<file path="config.mk">
export PLATFORM = sky130hd
export DESIGN_NAME = wdog_timer
export DESIGN_NICKNAME = d
export VERILOG_FILES = /design/src/rtl/wdog_timer.sv
export SDC_FILE = /design/constraint.sdc
export NUM_CORES = 1
export LEC_CHECK = 0
export ABC_AREA = 1
export CAP_MARGIN = 30
export CORE_ASPECT_RATIO = 1.75
export CORE_UTILIZATION = 40
export DETAILED_ROUTE_END_ITERATION = 8
export SLEW_MARGIN = 20
export SYNTH_ARGS = -nofsm -noshare
export SYNTH_HDL_FRONTEND = slang
export SYNTH_SLANG_ARGS = --single-unit
</file>
<file path="constraint.sdc">
create_clock -name clk -period 2.78 [get_ports clk]
set_input_delay 0.417 -clock clk [delete_from_list [all_inputs] [get_ports clk]]
set_output_delay 0.417 -clock clk [all_outputs]
set_load 0.01 [all_outputs]
</file>
<file path="src/rtl/wdog_timer.sv">
module wdog_timer #(
  parameter int PRESCALE     = 12288,
  parameter int PULSE_CYCLES = 64
) (
  input  logic       clk,
  input  logic       rst_n,
  input  logic       wr_en,
  input  logic [7:0] wr_data,
  input  logic       halt_req,
  input  logic       halt_rst_en,
  output logic [7:0] ctrl_q,
  output logic       wdg_rst
);

  localparam int PW = (PRESCALE > 2) ? $clog2(PRESCALE) : 1;
  localparam int LW = $clog2(PULSE_CYCLES + 1);
  localparam logic [6:0] CNT_INIT = 7'h7F;
  localparam logic [6:0] CNT_EDGE = 7'h40;

  logic          act;
  logic [6:0]    cnt;
  logic [PW-1:0] pre;
  logic [LW-1:0] pul;

  logic tick, busy, act_wr, bad_wr, halt_hit, expire, fire;

  assign tick     = (pre == PW'(PRESCALE - 1));
  assign busy     = (pul != '0);
  assign act_wr   = act | wr_data[7];
  assign bad_wr   = wr_en & act_wr & ~wr_data[6];
  assign halt_hit = halt_req & halt_rst_en & act;
  assign expire   = ~wr_en & tick & act & (cnt == CNT_EDGE);
  assign fire     = ~busy & (bad_wr | halt_hit | expire);

  always_ff @(posedge clk) begin
    if (!rst_n) begin
      act <= 1'b0;
      cnt <= CNT_INIT;
      pre <= '0;
      pul <= '0;
    end else if (busy) begin
      pul <= pul - 1'b1;
    end else if (fire) begin
      pul <= LW'(PULSE_CYCLES);
      act <= 1'b0;
      cnt <= CNT_INIT;
      pre <= '0;
    end else if (wr_en) begin
      act <= act_wr;
      cnt <= wr_data[6:0];
      pre <= '0;
    end else if (tick) begin
      pre <= '0;
      cnt <= cnt - 7'd1;
    end else begin
      pre <= pre + 1'b1;
    end
  end

  assign ctrl_q  = {act, cnt};
  assign wdg_rst = busy;

  a_r1_reset_state: assert property (@(posedge clk)
    !rst_n |=> (ctrl_q == 8'h7F && !wdg_rst));

  a_r2_act_sticky: assert property (@(posedge clk) disable iff (!rst_n)
    ctrl_q[7] |=> (ctrl_q[7] || wdg_rst));

  a_r3_step: assert property (@(posedge clk) disable iff (!rst_n)
    (!wdg_rst && !wr_en) |=> (wdg_rst || ctrl_q[6:0] == $past(ctrl_q[6:0])
                              || ctrl_q[6:0] == $past(ctrl_q[6:0]) - 7'd1));

  a_r4_timeout: assert property (@(posedge clk) disable iff (!rst_n)
    (!wdg_rst && !wr_en && tick && ctrl_q == 8'hC0) |=> wdg_rst);

  a_r6_bad_write: assert property (@(posedge clk) disable iff (!rst_n)
    (!wdg_rst && wr_en && (ctrl_q[7] || wr_data[7]) && !wr_data[6]) |=> wdg_rst);

  a_r7_pulse_state: assert property (@(posedge clk) disable iff (!rst_n)
    wdg_rst |-> ctrl_q == 8'h7F);

  a_r8_inactive_quiet: assert property (@(posedge clk) disable iff (!rst_n)
    (!wdg_rst && !ctrl_q[7] && !(wr_en && wr_data[7])) |=> !wdg_rst);

  a_r9_halt: assert property (@(posedge clk) disable iff (!rst_n)
    (!wdg_rst && ctrl_q[7] && halt_req && halt_rst_en) |=> wdg_rst);

endmodule

</file>
==> results.md, run 1 <==
- Top-count cell post-synth: nand2_1
- CTS Sinks: 29
- GPL Wtd Cong: approximately 0.81
- Critical Path AT: approximately 1900 ps
- Setup TNS: 0 ps
- Hold endpoint: pul[6]
- Syn Inst Count: 230
- Post-synth EDFFs: 0
- Resized Gates After CTS: 0
- Fin. Hold Viols: 0
- Via-per-instance ratio: between 4 and 5
- Ys flop type: dfxtp_1
- Clock share of power: 23.4%
- Vias in the first global route: about 1.5k
- Reg2reg end: cnt[4]
- Status: finished, final reports clean
- Nets: approximately 270
- Ys Warns: 0
- Worst rel slew slack: between 70% and 80%
- Antenna-violating nets left: 0
- Core ar.: about 0.0038 mm^2
- # setup viols final: 0
- Mapped Area: roughly 0.0016 mm^2
- Synth cell types: 34
- WL final: roughly 3.7 mm
- First-pass GRT wire length: between 6 and 7 mm
- Max frequency: between 400 and 500 MHz
- Max Buffers Root-to-Sink: 2
- Reg power frac: 36.4%
- Hold path start: pul[6]
- Worst hold stages: 2
- Peak supply drop: ~0.00047 V
- Synth top area cells: dfxtp_1 37%, nand2_1 13%, nor2_1 9.2%
- Clock Skew: a little over 10 ps
- Leakage: 0.8097 nW
- CTS Buf Count: 5
- Net count after synthesis: about 250
- Pre-CTS WS: around 610 ps
- Slew at the pin with the worst max-slew slack: around 400 ps
- Slew Limit Fails: 0
- # fillers: between 400 and 500
- Worst r2r src: pul[0]
- Min-delay worst type: flip-flop to flip-flop
- Die height: roughly 85 um
- Sw Ratio: approximately two fifths
- Chip Width: between 40 and 50 um
- Max Cap Viol: 0
- Setup repair bufs after CTS: 0
- R2R depth: 10
- Final Cycle Share: between 80% and 90%
- FF/Latch Area: just under 600 um^2
- Crit start category: flip-flop
- DP HPWL: roughly 2.8 mm
- Flop2flop setup slack: roughly 850 ps
- Crit path required time: ~2400 ps
- Minimum clock period: around 2300 ps
- TritonRoute pass-1 iters: 4
- Drt initial violations: 30
- Pwr/cell area: between 800 and 900 mW/mm^2
- Hold Buf Count CTS: 0
- Most frequent cells after synthesis: 56 x nand2_1, 39 x nor2_1, 29 x dfxtp_1
- Area grow syn2layout: 21.64%
- Global route overflow: 0
- RSZ-0062 raised after global routing: no
- Synthesized flop and latch total: 29
- Starting Density: 41.54%
- Synth Area per Inst: slightly below 7 um^2
- Top-area cell type share of the netlist area: between 30 and 40%
- Clk_lat worst skew: roughly 280 ps
- Internal Pwr Total: slightly below 1 mW
- CP max FO: 13
- Crit path kind: flip-flop to output pin
- Global-route usage over all layers: a little under 20%
- Layout cell share with drive strength beyond 1: under 10%
- Root buf cell: clkbuf_8
- Initial antenna violation count: 0
- Net Sw Power: approximately 0.6 mW
- Via count: between 1.5k and 2k
- Seq/Total Area, Yosys: between 30% and 40%
- DRC Markers: 0
- FFs w/ async S/R, synth: 0%
- Multi-input combinational cell area: 898.4 um^2
- CTS tree: yes
- Die area: 0.004242 mm^2
- Pin count of the biggest net entering global routing: 18
- Diodes inserted: 0
- CTS clock-pin slew for the worst setup and hold paths: about 60 ps
- Crit. End Element: output pin
- Buffers added on ports: 21
- H-tree depth: 2
- Num rows: 30
- Comb pwr share: 40.2%
- Fin worst setup slack: roughly 440 ps
- Area leader, netlist: dfxtp_1
- DR WL/cell: 12.18 um
- Number of I/O pins: 22
## state kept, by name, indices dropped and copies added (netlist names)
name and cells:
pre 14, act 1, pul 7, cnt 7
## worst max-delay path, stage by stage, from the launching register on
cell and delay (ps):
dfxtp_1 310, inv_1 110, ha_1 160, inv_1 60, nor3_2 190, nand2_2 260, clkdlybuf4s50_1 550
## power by group through the flow
stage	clock (mW)	combinational, mW	sequential (mW)
final	0.373	0.641	0.581
after global routing	0.407	0.722	0.595
after CTS	0.387	0.651	0.580
after detailed placement	0	0.644	0.589
after global placement	0	0.646	0.589
after floorplan	0	0.450	0.589
## placed cells by master, fill, tap and decap left out, drive strengths merged
cell	n
nand2	60
nor2	40
dfxtp	29
clkdlybuf4s50	21
nand3	21
inv	17
a21oi	12
o21ai	9
xor2	8
clkbuf	7
nor3	5
nand4	4
ha	4
or2	4
clkinv	2
mux2i	2
xnor2	2
buf	2
a22oi	1
and3	1
a31oi	1
nor3b	1
nor4	1
o22ai	1
## stage by stage
step	util (%)	power (mW)	hold slack, ps	instances	area (um^2)
after global routing	50.52	1.724	504.2	303	1934
after floorplan	-	1.039	443.3	230	1590
after detailed placement	47.88	1.233	465.5	295	1833
final	50.52	1.595	472.3	303	1934
after global placement	47.88	1.235	462.6	295	1833
after CTS	50.52	1.619	474.1	303	1934
## metal layers
metal	part of all wire (%)	up-vias	track usage, %
li1	-	795	-
met5	0	-	0
met3	3.1	4	3.584
met2	57	34	39.80
met1	38	678	17.91
met4	1.1	0	8.571
## cells by family (layout without fill, tap and decap cells)
group | count (synthesis) | in the layout | synth area share [%]
simple gates | 137 | 137 | 38.24
xor+xnor | 10 | 10 | 5.508
compound gates | 24 | 24 | 8.341
mux | 2 | 2 | 1.259
fa+ha+maj | 4 | 4 | 3.147
flops | 29 | 29 | 36.51
buf+inv | 24 | 49 | 7.002
## worst max-delay path by stage
stage	slack, ps	end	cells past startpoint	start
2_1_floorplan	1320	cnt[2]	7	cnt[0]
3_3_place_gp	630	pre[7]	9	wr_en
3_5_place_dp	610	pre[4]	9	wr_en
4_1_cts	430	wdg_rst	6	pul[0]
6_report	440	wdg_rst	6	pul[0]
5_1_grt	320	wdg_rst	6	pul[0]
## final cells by class
type / count / area share (%)
clock buffers: 7 / 4.981
flip-flops and latches: 29 / 30.01
inverters: 18 / 3.558
clock inverters: 1 / 0.2587
multi-input cells: 177 / 46.44
repair buffers: 23 / 11.64
well taps: 48 / 3.105
(Power assumes the default switching activity.)
==> run 2, diff against run 1 <==
==> constraint.sdc (replaced) <==
create_clock -name clk -period 2.2 [get_ports clk]
set_input_delay 0.33 -clock clk [delete_from_list [all_inputs] [get_ports clk]]
set_output_delay 0.33 -clock clk [all_outputs]
set_load 0.01 [all_outputs]
==> run 2 against run 1 <==
  * Sequential power increased by 26%
  * Flip-flop and latch count unchanged
  * Final cell count increased by 0.66%
  * Hold slack improved by 12 ps
  * Sequential share of layout area increased by 0.097 points
  * Register-to-register slack got worse by 420 ps
  * Worst setup slack got worse by 320 ps
==> results.md, run 2 (synthesized netlist as in run 1, its figures left out) <==
- Status: finished, final reports clean
- Core ar.: 0.003829 mm^2 (unchanged)
- # setup viols final: 0 (unchanged)
- Delay-heaviest family, CP: buffers and inverters
- Drt initial violations: 34 (+13%)
- Number of I/O pins: 22 (unchanged)
- Most frequent CP cell: inv_1
- Hold path start: pul[0]
- CTS clock-pin slew for the worst setup and hold paths: 60 ps (about the same)
- CTS Sinks: 29 (unchanged)
- Leakage: 0.8042 nW (-0.68%)
- GPL Wtd Cong: 0.7608 (-6.4%)
- Internal Pwr Total: 1.208 mW (+22%)
- Commonest non-fill, non-tap cell in the layout: nand2_1
- Slowest stage cell, crit path: clkdlybuf4s50_1
- H-tree depth: 2 (unchanged)
- Peak supply drop: 0.0007222 V (+55%)
- Starting Density: 41.54% (unchanged)
- WL final: 3.841 mm (+4.1%)
- Max FFs per register: 14 (unchanged)
- Clock share of power: 20.6% (-2.8 points)
- Pwr/cell area: 1026 mW/mm^2 (+24%)
- Flop2flop setup slack: 430 ps (-420 ps)
- Buffers added on ports: 21 (unchanged)
- Placed Cells: 297 (+0.68%)
- Num rows: 30 (unchanged)
- Critical Path AT: 1740 ps (-180 ps)
- Antenna-violating nets left: 0 (unchanged)
- Max Cap Viol: 0 (unchanged)
- TritonRoute pass-1 iters: 4 (unchanged)
- Diodes inserted: 0 (unchanged)
- Comb pwr share: 42.3% (+2.1 points)
- # fillers: 439 (+5.8%)
- Worst r2r src: pul[0]
- Non-filler instance count after layout: 305 (+0.66%)
- R2R depth: 10 (unchanged)
- Clk_lat worst skew: 270 ps (about the same)
- Pwr Total: 1.978 mW (+24%)
- Final Cycle Share: 94.22%
- Largest reg by FF count: pre
- Min-delay worst type: flip-flop to flip-flop
- Via count: 1528 (+1.1%)
- Fin. Hold Viols: 0 (unchanged)
- Sum of buffers and inverters on the critical path: 3 (unchanged)
- Fin worst setup slack: 127.1 ps (-317.6 ps)
- Crit path required time: 1870 ps (-490 ps)
- Worst path max stage delay: 490 ps (-60 ps)
- Slew Limit Fails: 0 (unchanged)
- Chip Width: 49.67 um (unchanged)
- CTS tree: yes
- Area grow syn2layout: 21.24%
- Crit. End Element: output pin
- DRC Markers: 0 (unchanged)
- Layout cell share with drive strength beyond 1: 8.949% (-0.46 points)
- CP Cell Sequence: inv_1 > ha_1 > inv_1 > nor3_2 > nand2_2 > clkdlybuf4s50_1
- Clock Skew: 3.399 ps (-6.664 ps)
- Via-per-instance ratio: 5.010 (+0.46%)
- Net Sw Power: 0.7698 mW (+27%)
- Initial antenna violation count: 0 (unchanged)
- Crit path kind: flip-flop to output pin
- First-pass GRT wire length: 6.320 mm (-1.5%)
- Die area: 0.004242 mm^2 (unchanged)
- DP HPWL: 2.913 mm (+5.5%)
- Die height: 85.41 um (unchanged)
- Global route overflow: 0 (unchanged)
- CTS Buf Count: 5 (unchanged)
- Max frequency: between 400 and 500 MHz
- Setup repair bufs after CTS: 0 (unchanged)
- Largest regs: pre (14), cnt (7), pul (7)
- DR WL/cell: 12.59 um (+3.4%)
- Minimum clock period: between 2000 and 2500 ps
- Vias in the first global route: 1443 (-6.2%)
- Nets: 273 (+0.74%)
- Worst rel slew slack: 75.25% (+2.2 points)
- Slew at the pin with the worst max-slew slack: 371.2 ps (-33.38 ps)
- Max Buffers Root-to-Sink: 2 (unchanged)
- Hold Buf Count CTS: 0 (unchanged)
- Pin count of the biggest net entering global routing: 18 (unchanged)
- Setup TNS: 0 ps (unchanged)
- Sw Ratio: 38.92% (+0.85 points)
- CP max FO: 4 (-9)
- Hold endpoint: pul[0]
- Pre-CTS WS: 300.3 ps (-306.5 ps)
- Reg2reg end: cnt[4]
- Most frequent cells in the layout: 56 x nand2_1, 39 x nor2_1, 29 x dfxtp_1
- Crit start category: flip-flop
- Worst hold stages: 2 (unchanged)
- WHS: 483.9 ps (+11.60 ps)
- Reg power frac: 37.1% (+0.7 points)
- Resized Gates After CTS: 0 (unchanged)
- RSZ-0062 raised after global routing: no
- Root buf cell: clkbuf_8
- Global-route usage over all layers: 19.92% (+0.25 points)
-- run 2: per-stage QoR --
| step | area (um^2) | utilization, % |
|---|---|---|
| 2_1_floorplan | 1590 | - |
| 3_3_place_gp | 1848 | 48.27 |
| 3_5_place_dp | 1848 | 48.27 |
| 4_1_cts | 1928 | 50.36 |
| 5_1_grt | 1928 | 50.36 |
| 6_report | 1928 | 50.36 |
-- run 2: area by class of cell --
type / count / area (um^2) / area share (%)
timing repair buffer: 25 / 240.2 / 12.46
inverter: 18 / 68.82 / 3.569
tap: 48 / 60.06 / 3.115
clock buffer: 8 / 80.08 / 4.153
sequential: 29 / 580.6 / 30.11
multi-input combinational: 177 / 898.4 / 46.59
-- run 2: metal layers --
layer | global-route usage, % | up-vias | part of all wire, %
met5 | 0 | - | 0
met4 | 9.091 | 0 | 1.7
met3 | 3.943 | 7 | 2.7
met2 | 39.80 | 25 | 56
met1 | 18.21 | 696 | 40
li1 | - | 800 | -
-- run 2: worst register-to-register path: stages, from the launching register on --
cell      delay (ps)
dfxtp_1          330
inv_1             90
ha_1             210
inv_1            100
nor3_2            60
nand2_2          100
clkinv_2         250
nand2_4          230
nand2_4          150
nand2_1          100
nand2_1           50
-- run 2: power groups by stage --
stage,clock (mW),combinational (mW),sequential (mW)
finish,0.408,0.837,0.733
detailed placement,0,0.847,0.744
global placement,0,0.846,0.741
CTS,0.427,0.851,0.733
floorplan,0,0.569,0.744
global route,0.451,0.928,0.750
-- run 2: worst max-delay path by stage --
stage | cells past startpoint | startpoint | end | slack (ps)
2_1_floorplan | 7 | cnt[0] | cnt[2] | 740
3_3_place_gp | 8 | wr_en | pre[4] | 330
3_5_place_dp | 9 | wr_en | cnt[4] | 300
4_1_cts | 6 | pul[0] | wdg_rst | 110
5_1_grt | 6 | pul[0] | wdg_rst | 10
6_report | 6 | pul[0] | wdg_rst | 130
